<file path="src/rtl/scl_gen_pkg.sv">
package scl_gen_pkg;

    typedef enum logic [1:0] {
        PH_IDLE = 2'd0,
        PH_LOW  = 2'd1,
        PH_WAIT = 2'd2,
        PH_HIGH = 2'd3
    } scl_phase_e;

    typedef enum logic [1:0] {
        CTR_HOLD  = 2'd0,
        CTR_CLEAR = 2'd1,
        CTR_SET1  = 2'd2,
        CTR_INC   = 2'd3
    } ctr_op_e;

    typedef struct packed {
        logic active;
        logic advance;
    } run_ctl_s;

    function automatic int unsigned half_len(int unsigned rate, int unsigned offs);
        return ((rate == 0) ? 1 : rate) + offs;
    endfunction

endpackage

</file>
<file path="src/rtl/scl_run_gate.sv">
module scl_run_gate
    import scl_gen_pkg::*;
(
    input  logic     master_mode,
    input  logic     enable,
    input  logic     dbg_halt,
    input  logic     dbg_keep_run,
    output run_ctl_s ctl
);
    always_comb begin
        ctl.active  = master_mode & enable;
        ctl.advance = ~(dbg_halt & ~dbg_keep_run);
    end
endmodule

</file>
<file path="src/rtl/scl_half_ctr.sv">
module scl_half_ctr
    import scl_gen_pkg::*;
#(
    parameter int CNT_W = 8
) (
    input  logic             clk,
    input  logic             rst,
    input  ctr_op_e          op,
    input  logic [CNT_W-1:0] last_val,
    output logic [CNT_W-1:0] cnt,
    output logic             at_end
);
    logic past_ok;

    always_ff @(posedge clk) begin
        if (rst) begin
            cnt     <= '0;
            past_ok <= 1'b0;
        end else begin
            past_ok <= 1'b1;
            unique case (op)
                CTR_HOLD:  cnt <= cnt;
                CTR_CLEAR: cnt <= '0;
                CTR_SET1:  cnt <= CNT_W'(1);
                CTR_INC:   cnt <= cnt + CNT_W'(1);
                default:   cnt <= cnt;
            endcase
        end
    end

    // The >= compare keeps a shrunken rate from letting the count run past the end.
    assign at_end = (cnt >= last_val);

    // a hold request from the sequencer leaves the count untouched
    p_ctr_hold_r6: assert property (@(posedge clk) disable iff (rst)
        past_ok && $past(op == CTR_HOLD) |-> $stable(cnt));
endmodule

</file>
<file path="src/rtl/i2c_scl_rategen.sv">
module i2c_scl_rategen
    import scl_gen_pkg::*;
#(
    parameter int RATE_W = 7,
    parameter int OFFSET = 3
) (
    input  logic              clk,
    input  logic              rst,
    input  logic [RATE_W-1:0] rate_sel,
    input  logic              master_mode,
    input  logic              enable,
    input  logic              dbg_halt,
    input  logic              dbg_keep_run,
    input  logic              scl_sense,
    output logic              scl_pull_low,
    output logic              scl_rise,
    output logic              scl_fall
);
    localparam int MAX_HALF = (1 << RATE_W) - 1 + OFFSET;
    localparam int CNT_W    = $clog2(MAX_HALF + 1);

    run_ctl_s         ctl;
    scl_phase_e       phase_q, phase_d;
    ctr_op_e          op;
    logic [CNT_W-1:0] cnt;
    logic [CNT_W-1:0] last_val;
    logic             at_end;
    logic             rise_d, fall_d;
    logic             rise_q, fall_q;
    logic             past_ok;

    scl_run_gate u_gate (
        .master_mode (master_mode),
        .enable      (enable),
        .dbg_halt    (dbg_halt),
        .dbg_keep_run(dbg_keep_run),
        .ctl         (ctl)
    );

    assign last_val = CNT_W'(half_len(32'(rate_sel), OFFSET) - 1);

    scl_half_ctr #(.CNT_W(CNT_W)) u_ctr (
        .clk     (clk),
        .rst     (rst),
        .op      (op),
        .last_val(last_val),
        .cnt     (cnt),
        .at_end  (at_end)
    );

    always_comb begin
        phase_d = phase_q;
        op      = CTR_HOLD;
        rise_d  = 1'b0;
        fall_d  = 1'b0;
        if (!ctl.advance) begin
            phase_d = phase_q;
        end else if (!ctl.active) begin
            phase_d = PH_IDLE;
            op      = CTR_CLEAR;
        end else begin
            unique case (phase_q)
                PH_IDLE: begin
                    phase_d = PH_LOW;
                    op      = CTR_CLEAR;
                    fall_d  = 1'b1;
                end
                PH_LOW: begin
                    if (at_end) begin
                        phase_d = PH_WAIT;
                        op      = CTR_CLEAR;
                    end else begin
                        op      = CTR_INC;
                    end
                end
                PH_WAIT: begin
                    if (scl_sense) begin
                        phase_d = PH_HIGH;
                        op      = CTR_SET1;
                        rise_d  = 1'b1;
                    end
                end
                PH_HIGH: begin
                    if (at_end) begin
                        phase_d = PH_LOW;
                        op      = CTR_CLEAR;
                        fall_d  = 1'b1;
                    end else begin
                        op      = CTR_INC;
                    end
                end
                default: phase_d = PH_IDLE;
            endcase
        end
    end

    always_ff @(posedge clk) begin
        if (rst) begin
            phase_q <= PH_IDLE;
            rise_q  <= 1'b0;
            fall_q  <= 1'b0;
            past_ok <= 1'b0;
        end else begin
            past_ok <= 1'b1;
            phase_q <= phase_d;
            rise_q  <= rise_d;
            fall_q  <= fall_d;
        end
    end

    assign scl_pull_low = (phase_q == PH_LOW);
    assign scl_rise     = rise_q;
    assign scl_fall     = fall_q;

    // the fall strobe marks a cycle in which the line is being pulled low
    p_fall_in_low_r9: assert property (@(posedge clk) disable iff (rst)
        scl_fall |-> scl_pull_low);

    // the rise strobe follows an edge at which the line was sensed high
    p_rise_sensed_r9: assert property (@(posedge clk) disable iff (rst)
        past_ok && scl_rise |-> $past(scl_sense) && !scl_pull_low);

    // a frozen edge leaves the drive unchanged and raises no strobe
    p_freeze_hold_r6: assert property (@(posedge clk) disable iff (rst)
        past_ok && $past(dbg_halt && !dbg_keep_run) |->
            $stable(scl_pull_low) && !scl_rise && !scl_fall);

    // slave mode leaves the line released and silent
    p_slave_idle_r3: assert property (@(posedge clk) disable iff (rst)
        past_ok && $past(!master_mode && !(dbg_halt && !dbg_keep_run)) |->
            !scl_pull_low && !scl_rise && !scl_fall);

    // a disabled, running generator releases the line
    p_disable_release_r4: assert property (@(posedge clk) disable iff (rst)
        past_ok && $past(!enable && !(dbg_halt && !dbg_keep_run)) |-> !scl_pull_low);
endmodule

</file>
<file path="config.mk">
export PLATFORM = sky130hd
export DESIGN_NAME = i2c_scl_rategen
export DESIGN_NICKNAME = d
export VERILOG_FILES = /design/src/rtl/scl_gen_pkg.sv /design/src/rtl/scl_run_gate.sv /design/src/rtl/scl_half_ctr.sv /design/src/rtl/i2c_scl_rategen.sv
export SDC_FILE = /design/constraint.sdc
export NUM_CORES = 1
export LEC_CHECK = 0
export BUFFER_PORTS_ARGS = -buffer_cell sky130_fd_sc_hd__buf_2
export CORE_MARGIN = 5
export CORE_UTILIZATION = 57
export CTS_BUF_LIST = sky130_fd_sc_hd__clkbuf_8
export DETAILED_ROUTE_END_ITERATION = 10
export PLACE_DENSITY = 0.77
export SYNTH_ARGS = -nofsm -noshare
export SYNTH_HDL_FRONTEND = slang
export SYNTH_SLANG_ARGS = --single-unit
</file>
<file path="constraint.sdc">
create_clock -name clk -period 2.9 [get_ports clk]
set_input_delay 0.58 -clock clk [delete_from_list [all_inputs] [get_ports clk]]
set_output_delay 0.58 -clock clk [all_outputs]
set_load 0.1 [all_outputs]
</file>
==> results.cfg <==
[cts]
cts_tree = built
cts_num_sinks = 12
clockBufferDepth = 2
h-tree-depth = 1
root_buffer = clkbuf_8
cts_resized = 0
clk_latency_ns = 0.24
cts-buffers-inserted = 3
holdBufCountCts = 0
path_clk_slew_ns = 0.05
post_cts_buffers = 0

[placement]
dpl.hpwl_um = 1650
port_buffers = 16
placed_cell_area_mm2 = 0.00105
gp_congestion = 0.816

[layout]
final_area_mm2 = 0.00110
drive_gt1_frac = 0.223
area_growth_pct = 18.2
fill_cells = 123
layout_common_cells = buf_2 (16), nand2_1 (13), ha_1 (13)
nNetsFinal = 158
final_common_cell = buf_2
antenna_cells = 0

[logic_synthesis]
synth_area_um2 = 933
synthCells = 108
yosysSeqAreaShare = 0.257
avgSynthCellArea_um2 = 8.64
yosysWarnings = 0
ys_seq_elements = 12
yosys.area.top_type = dfxtp_1
yosysTopAreaCellShare = 0.257
synth.distinct_cells = 33
synth_area_leaders = dfxtp_1 (26%), ha_1 (17%), nand2_1 (5.2%)
synthFlopType = dfxtp_1
synth_fp_nets = 135
async_reset_ff_frac = 0
synth-edff-count = 0

[pwr]
pwr-share-seq = 0.407
leakagePower_nw = 0.487
clock_power_share = 0.441
peakVddDrop_mv = 0.256
p_comb_frac = 0.152
powerDensity_mw_per_mm2 = 373
power.switching_mw = 0.101
swShare = 0.244
p_int_mw = 0.311

[sta]
finalCriticalPeriod_ns = 2.69
maxSlewViolCount = 0
worst_pin_slew_ns = 0.523
rsz0062_at_grt = false
fin_worst_skew_ns = 0.00257
hold_viol = 0
finalCritPeriodShare = 0.927
fmaxAchievable_mhz = 372
max_slew_margin = 0.648
whs_ns = 0.515
finalSetupViolCount = 0
tns_ns = 0

[critical_path]
slowest_stage = or4_4
startpoint_type = primary input
slowest_delay_ns = 0.63
endpoint_kind = flip-flop
cp_num_buf_inv = 1
r2r-end = u_ctr.cnt[5]
critPathTopFamily = simple AND/OR/NAND/NOR gates
cp_cell_sequence = buf_2, and3_1, and3_1, xnor2_1, ha_1, nand2_1, o21ai_0, or4_4, nor3_1, o21ai_1, o21ai_1
critical_path_arrival_ns = 2.86
worst-path-max-fanout = 5
crit_type = in -> reg
r2r-start = phase_q[0]
required_ns = 3.08
r2r_slack_ns = 0.69
r2r_cells = 7

[grt]
grtUsageMet2 = 0.322
gr-usage-all-layers = 0.177
busiest_layer = met2
grt_antenna_before_repair = 0
grt_max_degree = 9
grt_pass1_vias = 862
grt_pass1_wl_um = 3510
use_met3 = 0.0533
met1_usage = 0.194
grt_overflow = 0

[min_path]
min_to = u_ctr.cnt[4]
worstHoldPathCells = 1
hp-class = reg -> reg
min-delay-start = u_ctr.cnt[4]

[routing]
drt_pass1_iterations = 4
wl_per_cell_um = 14.4
avgViaCountPerCell = 6.01
drtIter0Drc = 10
wl_um = 2100
ant_nets = 0
via_count = 878
drcViolationCount = 0

[floorplan]
start_util = 0.612
core_mm2 = 0.00152
io_pins = 17
fp.dieH_um = 50.5
row_count = 14
dieArea_mm2 = 0.00255
die_w_um = 50.5

[job]
maxCapViolCount = 0

[outcome]
status = finished clean
==> synthesized netlist by cell type (2+ instances only) <==
cell and instances:
and3_1 7, nor3_1 3, o21ai_1 7, ha_1 13, xnor2_1 5, dfxtp_1 12, nand2_1 13, a22o_1 5
xor2_1 2, a21oi_1 3, nor2_1 5, inv_1 8, nand3_1 3, o21ai_0 3
==> power groups by stage <==
stage / Clock (mW) / Sequential [mW] / Combinational [mW]
4_1_cts: 0.185 / 0.167 / 0.0627
3_3_place_gp: 0 / 0.171 / 0.0595
3_5_place_dp: 0 / 0.171 / 0.0616
2_1_floorplan: 0 / 0.175 / 0.0357
5_1_grt: 0.194 / 0.168 / 0.0685
6_report: 0.181 / 0.168 / 0.0627
==> worst reg2reg max path: stages, from the launching register on <==
cell     delay, ns
dfxtp_1       0.39
inv_1         0.10
ha_1          0.21
or4b_4        0.54
or4_4         0.49
nor3_1        0.25
o21ai_1       0.09
o21ai_1       0.07
==> metal layers <==
metal | part of all wire | vias up
li1 | - | 446
met1 | 0.44 | 411
met2 | 0.52 | 19
met3 | 0.038 | 2
met4 | 0.0057 | 0
met5 | 0 | -
==> sequential cells by signal, summed over array words and instances (netlist names) <==
register and cells:
scl_fall 1, phase_q 2, scl_rise 1, u_ctr.cnt 8
==> how the worst max path moves through the flow <==
stage	cells past startpoint	slack, ns	endpoint	startpoint
global placement	11	0.12	u_ctr.cnt[4]	rate_sel[3]
CTS	11	0.23	u_ctr.cnt[5]	rate_sel[3]
finish	11	0.21	u_ctr.cnt[5]	rate_sel[3]
global route	11	0.09	u_ctr.cnt[5]	rate_sel[1]
floorplan	9	0.27	phase_q[1]	rate_sel[3]
detailed placement	11	0.06	u_ctr.cnt[5]	rate_sel[1]
==> kinds of logic (layout without fill, tap and decap cells) <==
group	after synthesis	count (layout)	synth area share
AO/OA/AOI/OAI	28	28	0.224
XOR/XNOR	7	7	0.0657
adder cells (fa/ha/maj)	13	13	0.174
buffers and inverters	8	30	0.0322
flip-flops	12	12	0.257
multiplexers	1	1	0.0107
AND/OR/NAND/NOR	39	39	0.236
==> per-stage QoR <==
stage,worst slack (ns),power [mW],instances,util
2_1_floorplan,0.272,0.210,108,-
3_3_place_gp,0.117,0.230,142,0.688
3_5_place_dp,0.0572,0.232,142,0.688
4_1_cts,0.228,0.415,146,0.724
5_1_grt,0.0861,0.430,146,0.724
6_report,0.213,0.412,146,0.724
==> layout make-up <==
| class | instances | area [um^2] | share of cell area |
|---|---|---|---|
| well taps | 16 | 20.0 | 0.0181 |
| clock buffers | 4 | 55.1 | 0.0499 |
| multi-input cells | 88 | 663 | 0.601 |
| inverters | 8 | 30.0 | 0.0272 |
| flip-flops and latches | 12 | 240 | 0.218 |
| repair buffers | 18 | 95.1 | 0.0862 |
No activity file was read; power rests on OpenSTA's default activity.
